--- config.mk ---
export PLATFORM = sky130hd
export DESIGN_NAME = pid_velocity_core
export DESIGN_NICKNAME = d
export VERILOG_FILES = /design/src/rtl/pid_pkg.sv /design/src/rtl/pid_coef_bank.sv /design/src/rtl/pid_hist.sv /design/src/rtl/pid_mac.sv /design/src/rtl/pid_velocity_core.sv
export SDC_FILE = /design/constraint.sdc
export NUM_CORES = 1
export LEC_CHECK = 0
export CORE_ASPECT_RATIO = 0.7
export CORE_MARGIN = 4
export CORE_UTILIZATION = 35
export DETAILED_ROUTE_END_ITERATION = 16
export GPL_TIMING_DRIVEN = 0
export PLACE_DENSITY = 0.57
export SLEW_MARGIN = 0
export SYNTH_ARGS = -nofsm -noshare
export SYNTH_HDL_FRONTEND = slang
export SYNTH_HIERARCHICAL = 1
export SYNTH_SLANG_ARGS = --single-unit
--- constraint.sdc ---
create_clock -name clk -period 13.2 [get_ports clk]
set_clock_uncertainty 0.1 [all_clocks]
set_input_delay 3.3 -clock clk [delete_from_list [all_inputs] [get_ports clk]]
set_output_delay 3.3 -clock clk [all_outputs]
set_load 0.03 [all_outputs]
--- src/rtl/pid_pkg.sv ---
package pid_pkg;
  parameter int PID_SMP_W  = 10;
  parameter int PID_COEF_W = 12;
  parameter int PID_OUT_W  = 26;
  parameter int PID_TAPS   = 3;
endpackage

--- src/rtl/pid_coef_bank.sv ---
module pid_coef_bank #(
  parameter int COEF_W = 12,
  parameter int TAPS   = 3,
  parameter int SEL_W  = 2
) (
  input  logic                     clk,
  input  logic                     rst,
  input  logic                     we,
  input  logic [SEL_W-1:0]         sel,
  input  logic [COEF_W-1:0]        wdata,
  output logic [TAPS*COEF_W-1:0]   coef_flat
);
  genvar k;
  generate
    for (k = 0; k < TAPS; k++) begin : g_coef
      logic [COEF_W-1:0] c_q;
      always_ff @(posedge clk) begin
        if (rst) c_q <= '0;
        else if (we && (sel == SEL_W'(k))) c_q <= wdata;
      end
      assign coef_flat[k*COEF_W +: COEF_W] = c_q;
    end
  endgenerate
endmodule

--- src/rtl/pid_hist.sv ---
module pid_hist #(
  parameter int SMP_W = 10,
  parameter int TAPS  = 3
) (
  input  logic                        clk,
  input  logic                        rst,
  input  logic                        clr,
  input  logic                        shift,
  input  logic [SMP_W-1:0]            x_in,
  output logic [(TAPS-1)*SMP_W-1:0]   hist_flat
);
  localparam int DEPTH = TAPS - 1;
  logic [SMP_W-1:0] stage [DEPTH];

  genvar k;
  generate
    for (k = 0; k < DEPTH; k++) begin : g_stage
      always_ff @(posedge clk) begin
        if (rst || clr) stage[k] <= '0;
        else if (shift) begin
          if (k == 0) stage[k] <= x_in;
          else        stage[k] <= stage[(k == 0) ? 0 : k-1];
        end
      end
      assign hist_flat[k*SMP_W +: SMP_W] = stage[k];
    end
  endgenerate
endmodule

--- src/rtl/pid_mac.sv ---
module pid_mac #(
  parameter int SMP_W  = 10,
  parameter int COEF_W = 12,
  parameter int OUT_W  = 26,
  parameter int TAPS   = 3
) (
  input  logic [SMP_W-1:0]            x_in,
  input  logic [(TAPS-1)*SMP_W-1:0]   hist_flat,
  input  logic [TAPS*COEF_W-1:0]      coef_flat,
  input  logic [OUT_W-1:0]            y_prev,
  output logic [OUT_W-1:0]            y_next
);
  localparam int PROD_W = SMP_W + COEF_W;
  localparam int SUM_W  = OUT_W + $clog2(TAPS + 1) + 1;
  localparam logic [OUT_W-1:0] Y_MAX = {1'b0, {(OUT_W-1){1'b1}}};
  localparam logic [OUT_W-1:0] Y_MIN = {1'b1, {(OUT_W-1){1'b0}}};

  logic [TAPS*SMP_W-1:0] taps_flat;
  logic [TAPS*SUM_W-1:0] prod_ext;

  assign taps_flat = {hist_flat, x_in};

  genvar k;
  generate
    for (k = 0; k < TAPS; k++) begin : g_prod
      logic signed [PROD_W-1:0] p;
      assign p = $signed(taps_flat[k*SMP_W +: SMP_W]) *
                 $signed(coef_flat[k*COEF_W +: COEF_W]);
      assign prod_ext[k*SUM_W +: SUM_W] = {{(SUM_W-PROD_W){p[PROD_W-1]}}, p};
    end
  endgenerate

  logic [SUM_W-1:0] acc;
  logic             fits;

  always_comb begin
    acc = {{(SUM_W-OUT_W){y_prev[OUT_W-1]}}, y_prev};
    for (int i = 0; i < TAPS; i++) acc = acc + prod_ext[i*SUM_W +: SUM_W];
    fits = (acc[SUM_W-1:OUT_W-1] == '0) || (acc[SUM_W-1:OUT_W-1] == '1);
    if (fits)                y_next = acc[OUT_W-1:0];
    else if (acc[SUM_W-1])   y_next = Y_MIN;
    else                     y_next = Y_MAX;
  end
endmodule

--- src/rtl/pid_velocity_core.sv ---
module pid_velocity_core #(
  parameter int SMP_W  = pid_pkg::PID_SMP_W,
  parameter int COEF_W = pid_pkg::PID_COEF_W,
  parameter int OUT_W  = pid_pkg::PID_OUT_W,
  parameter int TAPS   = pid_pkg::PID_TAPS,
  parameter int SEL_W  = $clog2(TAPS)
) (
  input  logic              clk,
  input  logic              rst,
  input  logic              clr,
  input  logic              coef_we,
  input  logic [SEL_W-1:0]  coef_sel,
  input  logic [COEF_W-1:0] coef_wdata,
  input  logic              smp_valid,
  input  logic [SMP_W-1:0]  smp_data,
  output logic              out_valid,
  output logic [OUT_W-1:0]  out_data
);
  logic [TAPS*COEF_W-1:0]     coef_flat;
  logic [(TAPS-1)*SMP_W-1:0]  hist_flat;
  logic [OUT_W-1:0]           y_next;
  logic                       accept;

  assign accept = smp_valid && !clr;

  pid_coef_bank #(.COEF_W(COEF_W), .TAPS(TAPS), .SEL_W(SEL_W)) u_coef (
    .clk(clk), .rst(rst), .we(coef_we), .sel(coef_sel),
    .wdata(coef_wdata), .coef_flat(coef_flat)
  );

  pid_hist #(.SMP_W(SMP_W), .TAPS(TAPS)) u_hist (
    .clk(clk), .rst(rst), .clr(clr), .shift(accept),
    .x_in(smp_data), .hist_flat(hist_flat)
  );

  pid_mac #(.SMP_W(SMP_W), .COEF_W(COEF_W), .OUT_W(OUT_W), .TAPS(TAPS)) u_mac (
    .x_in(smp_data), .hist_flat(hist_flat), .coef_flat(coef_flat),
    .y_prev(out_data), .y_next(y_next)
  );

  always_ff @(posedge clk) begin
    if (rst || clr) begin
      out_data  <= '0;
      out_valid <= 1'b0;
    end else begin
      out_valid <= accept;
      if (accept) out_data <= y_next;
    end
  end
endmodule

# [Yosys cells after proc, flatten, opt, wreduce, memory -nomap -nowiden]
# Memory sizes are Yosys's and may differ from the RTL's.
# Index checks and enable logic that the tools add are counted.
[word_totals] regBits=63 latchBits=0 ram_bits=20 rom_bits=0 n_memories=1
[memory_table] name="u_hist.stage" depth=2 word_bits=10 read_ports=2 rd_clocked_by_memory_dff=0 write_ports=2 line_no="pid_hist.sv:13" source="logic [SMP_W-1:0] stage [DEPTH];"
[classes] add_sub_neg=3 n_mul=3 n_div=0 n_lt_le_gt_ge=0 n_eq_ne=3 shift=0 muxes=9 bitwise_logic=2 n_reduce_logical=9
[op_table] op="$mul 10x12->22" n=3
[op_table] op="$add 29x29->29" n=2
[op_table] op="$mux 26" n=2
[op_table] op="$add 26x22->27" n=1
[op_table] op="$mux 10" n=2
[op_table] op="$mux 1" n=5
[op_table] op="$eq 4x4->1 const B" n=1
[op_table] op="$logic_and 1x1->1" n=4
[op_table] op="$logic_not 4->1" n=1
[op_table] op="$eq 2x1->1 const B" n=1
[op_table] op="$eq 2x2->1 const B" n=1
[op_table] op="$logic_not 2->1" n=1
[op_table] op="$logic_or 1x1->1" n=2
[op_table] op="$or 1x1->1" n=2
[op_table] op="$logic_not 1->1" n=1

# [Longest topological paths before layout]
[depth] depth_word=7 ltp_mapped=40

# [Hierarchy]
# Netlist, hierarchy kept.
[by_module_without_submodules] mod="pid_mac" instances=1 cells_per_inst=1995 area_each_um2=17882.2 seq_area_each_um2=0.0
[by_module_without_submodules] mod="pid_coef_bank" instances=1 cells_per_inst=133 area_each_um2=1475.2 seq_area_each_um2=720.7
[by_module_without_submodules] mod="pid_velocity_core" instances=1 cells_per_inst=88 area_each_um2=992.2 seq_area_each_um2=540.5
[by_module_without_submodules] mod="pid_hist" instances=1 cells_per_inst=47 area_each_um2=887.1 seq_area_each_um2=600.6

# [Worst setup path before layout]
# Ideal clock, no wire load.
[synth_timing] kind="input to register" start="input smp_data[1]" end="register out_data[11]" setup_ns=0.115 arrival_time_ns=11.844 required_time_ns=12.985 slack_ns=1.142 cell_stages=37 n_path_buf=2 cell_sequence="clkbuf_1 > nand2_1 > fa_1 > inv_1 > fa_1 > inv_1 > fa_1 > inv_1 > fa_1 > fa_1 > fa_1 > inv_1 > fa_1 > inv_1 > ha_1 > a2111oi_0 > o21a_1 > nor3_1 > a211o_1 > o22ai_1 > o21ai_0 > or2_2 > a21oi_1 > xnor2_1 > ha_1 > a21o_1 > a221oi_2 > o21ai_1 > or3_1 > o31a_1 > nand3_2 > o31ai_4 > a221oi_4 > buf_8 > o21ai_2 > mux2i_1 > nor2_1"
[synth_between] elab_chain_cells=7
[synth_lines] item="from (decl)" line_no="pid_velocity_core.sv:15" source="input logic [SMP_W-1:0] smp_data,"
[synth_lines] item="$mul 10x12->22 *" line_no="pid_mac.sv:27" source="assign p = $signed(taps_flat[k*SMP_W +: SMP_W]) *"
[synth_lines] item="$add 26x22->27 *" line_no="pid_mac.sv:38" source="for (int i = 0; i < TAPS; i++) acc = acc + prod_ext[i*SUM_W +: SUM_W];"
[synth_lines] item="$add 29x29->29 * (2 in a row)" line_no="pid_mac.sv:38"
[synth_lines] item="$eq 4x4->1 or $logic_not 4->1 (tied branches)" line_no="pid_mac.sv:39" source="fits = (acc[SUM_W-1:OUT_W-1] == '0) || (acc[SUM_W-1:OUT_W-1] == '1);"
[synth_lines] item="$logic_or 1x1->1" line_no="pid_mac.sv:39"
[synth_lines] item="$mux 26 *" line_no="pid_mac.sv:40" source="if (fits) y_next = acc[OUT_W-1:0];"
[synth_lines] item="via y_next[11]" line_no="pid_velocity_core.sv:21" source="logic [OUT_W-1:0] y_next;"
[synth_lines] item="to (signal assigned)" line_no="pid_velocity_core.sv:47" source="if (accept) out_data <= y_next;"
[synth_lines] item="to (decl)" line_no="pid_velocity_core.sv:17" source="output logic [OUT_W-1:0] out_data"
# Mark *: on every way through the listed nets, which the timed path passes. The rest lies on a longest branch.
# A chain may end at the register's enable or synchronous reset.

# [Worst setup path after layout]
[layout_timing] start="input smp_data[9]" end="register out_data[5]"
# Same word-level chain as after synthesis.

==> impl_metrics.py <==
metrics = {
    "pwr": {
        "power.leakage_nw": 11.52,
        "power_per_cell_area_nw_per_um2": 179.2,
        "vdd_ir_drop_max_v": 0.0003949,
    },
    "critical_path": {
        "critical_path_buf_inv_count": 8,
        "end_kind": "flop",
        "worst-path-max-fanout": 10,
        "slowest_delay_ns": 0.70,
        "critPathLaunch": "smp_data[9]",
        "crit_family": "adder cells",
        "cp_num_cells": 36,
        "rr_worst_depth": 37,
        "reg2reg_to": "out_data[5]",
        "worst_path_most_repeated_cell": "fa_1",
        "crit_slowest_cell": "clkdlybuf4s50_1",
        "reg2reg_slack_ns": 2.51,
        "crit_required_ns": 13.36,
        "critPathKind": "input pin to flop",
        "cp_data_arrival_time_ns": 13.02,
        "r2r-start": "u_coef/g_coef[1].c_q[11]",
        "critPathCapture": "out_data[5]",
        "worst_setup_path_start_kind": "input pin",
    },
    "logic_synthesis": {
        "async_flop_share_pct": 0,
        "synth-edff-count": 20,
        "netlist_area_sq_um": 21240,
        "synthCells": 2263,
        "ys_types": 79,
        "synth_area_per_cell_sq_um": 9.384,
        "ys_ff_latch": 83,
        "synthFlopType": "dfxtp_1",
        "ys.warnings.count": 6,
        "synthesis.nets": 2913,
        "seq_area_frac_synth_pct": 8.767,
    },
    "routing": {
        "dr.pass1.iters": 6,
        "routed_wl_um": 53500,
        "vias": 15100,
        "drcViolationCount": 0,
        "post_drt_wl_per_cell_um": 17.01,
        "final_antenna_net_count": 0,
        "drt_iter0_drc": 1007,
        "viasPerCell": 4.798,
    },
    "placement": {
        "dpl.hpwl_um": 47650,
        "numPortBuffers": 54,
        "gp_congestion": 0.8914,
        "place_ws_ns": -1.048,
        "postPlaceCellArea_sq_um": 22790,
        "dp_cells": 3125,
    },
    "cells_and_area": {
        "design_area_sq_um": 23200,
        "nets": 2981,
        "final_common_cell": "inv_1",
        "utilization_pct": 38.70,
        "layout_common_cells": "inv_1, fa_1, ha_1, nand2_1, and2_1",
        "area_growth_pct": 9.268,
        "stdcell_count": 3146,
        "drive_gt1_share_pct": 5.608,
    },
    "cts": {
        "cts_tree": "yes",
        "clk_pin_slew_ns": 0.07,
        "clk-insertion-delay-late_ns": 0.36,
        "holdBufCountCts": 0,
        "clockBufferDepth": 2,
        "htree_levels": 3,
        "cts_made_buffers": 9,
        "clock-sinks": 83,
        "clk_root_buffer_cell": "clkbuf_16",
    },
    "run_status": {
        "status": "complete, no violations",
    },
    "floorplanning": {
        "initial_utilization_pct": 35.42,
        "die_y_um": 214.1,
        "core_region_area_sq_um": 59960,
        "rows": 75,
        "fp.dieW_um": 302.4,
        "dieArea_sq_um": 64740,
        "ios": 56,
    },
    "hold_path": {
        "min_path_type": "flop to flop",
    },
    "global_route": {
        "grt_max_degree": 21,
        "grt_antenna_before_repair": 2,
        "grt_pass1_vias": 15930,
        "grt_pass1_wl_um": 89040,
        "grt.overflow.total": 0,
        "grt_util_all_layers_pct": 17.43,
    },
    "timing": {
        "setup_ws_ns": 0.3323,
        "tns_ns": 0,
        "finalHoldViolCount": 0,
        "min_period_over_period_pct": 97.48,
        "finalCriticalPeriod_ns": 12.87,
        "drv_slew": 0,
        "fmax_mhz": 77.71,
        "max_slew_margin_pct": 29.67,
        "tightest_slew_ns": 1.052,
        "setup_viol": 0,
    },
    "run": {
        "maxCapViolCount": 0,
    },
}
==> report_power, final <==
group	leakage (nW)	internal, mW	switching, mW
logic	10.6	1.42	2.14
clock network	0.161	0.162	0.124
registers	0.739	0.285	0.0313
==> routing by layer <==
| layer | vias to the layer above | part of all wire (%) | GRT usage (%) |
|---|---|---|---|
| li1 | 6984 | - | - |
| met1 | 7689 | 51 | 28.24 |
| met2 | 399 | 41 | 25.00 |
| met3 | 24 | 6.6 | 2.723 |
| met4 | 0 | 0.96 | 1.986 |
| met5 | - | 0 | 0 |
==> worst min-delay path by stage <==
stage,from,to,slack [ns],cells after the start
2_1_floorplan,u_coef/g_coef[0].c_q[11],u_coef/g_coef[0].c_q[11],0.35,2
3_3_place_gp,u_coef/g_coef[0].c_q[2],u_coef/g_coef[0].c_q[2],0.36,2
3_5_place_dp,u_coef/g_coef[0].c_q[3],u_coef/g_coef[0].c_q[3],0.36,2
4_1_cts,u_coef/g_coef[0].c_q[2],u_coef/g_coef[0].c_q[2],0.38,2
5_1_grt,u_coef/g_coef[0].c_q[3],u_coef/g_coef[0].c_q[3],0.39,2
6_report,u_coef/g_coef[0].c_q[2],u_coef/g_coef[0].c_q[2],0.37,2
==> flip-flops by register name, summed over array words and instances, names as in the netlist <==
| register | count |
|---|---|
| out_data | 26 |
| out_valid | 1 |
| u_hist/stage | 20 |
| u_coef/g_coef.c_q | 36 |
==> cell families after synthesis <==
logic type      share of synthesized area (%)
compound gates                          6.711
xor+xnor                                3.087
fa+ha+maj                               51.65
buf+inv                                 11.80
flops                                   8.767
mux                                     2.969
simple gates                            15.02
==> cells in the mapped netlist (10+ instances only) <==
master	n	area [sq um]
dfxtp_1	63	1261
nor2b_1	10	62.56
a21oi_1	46	230.2
o21a_1	12	90.09
nor3_1	11	55.05
clkbuf_1	70	262.8
and3_1	10	62.56
ha_1	195	2440
o21ai_0	26	130.1
o21ai_2	21	183.9
and2_1	153	957.2
inv_1	543	2038
fa_1	426	8528
edfxtp_1	20	600.6
nand2_1	191	716.9
xnor2_1	55	481.7
and4bb_2	20	250.2
nor2_1	77	289.0
nand2b_1	75	469.2
nand3_1	14	70.07
xor2_1	18	157.7
mux2i_1	63	630.6
a21o_1	26	195.2
==> final cells by class <==
type                            instances  area [sq um]
Fill cell                            5930         36760
Clock inverter                          6         76.32
Inverter                              544          2046
Clock buffer                           10         250.2
Tap cell                              808          1011
Sequential cell                        83          1862
Timing Repair Buffer                   58         588.1
Buffer                                 91         486.7
Multi-Input combinational cell       1544         16880
Antenna cell                            2         5.005
==> worst register-to-register path: cells and delay by family, from the launching register on <==
kind | cells | cell delay [ns]
fa+ha+maj | 9 | 4.30
mux | 1 | 0.15
flops | 1 | 0.43
buf+inv | 7 | 0.93
xor+xnor | 2 | 0.35
compound gates | 9 | 2.28
simple gates | 9 | 2.09
==> repair_timing <==
action | CTS | global route
endpoints found under the setup margin | 25 | 25
gates resized for setup | 13 | 31
pin swaps | 1 | 0
setup buffers | 1 | 3
==> per-stage QoR <==
| stage | total power, mW | hold WS (ns) |
|---|---|---|
| after floorplan | 2.909 | 0.3475 |
| after global placement | 3.673 | 0.3617 |
| after detailed placement | 3.732 | 0.3626 |
| after CTS | 4.096 | 0.3781 |
| after global routing | 4.514 | 0.3917 |
| final | 4.158 | 0.3739 |
Power figures use the tool's default switching activity.
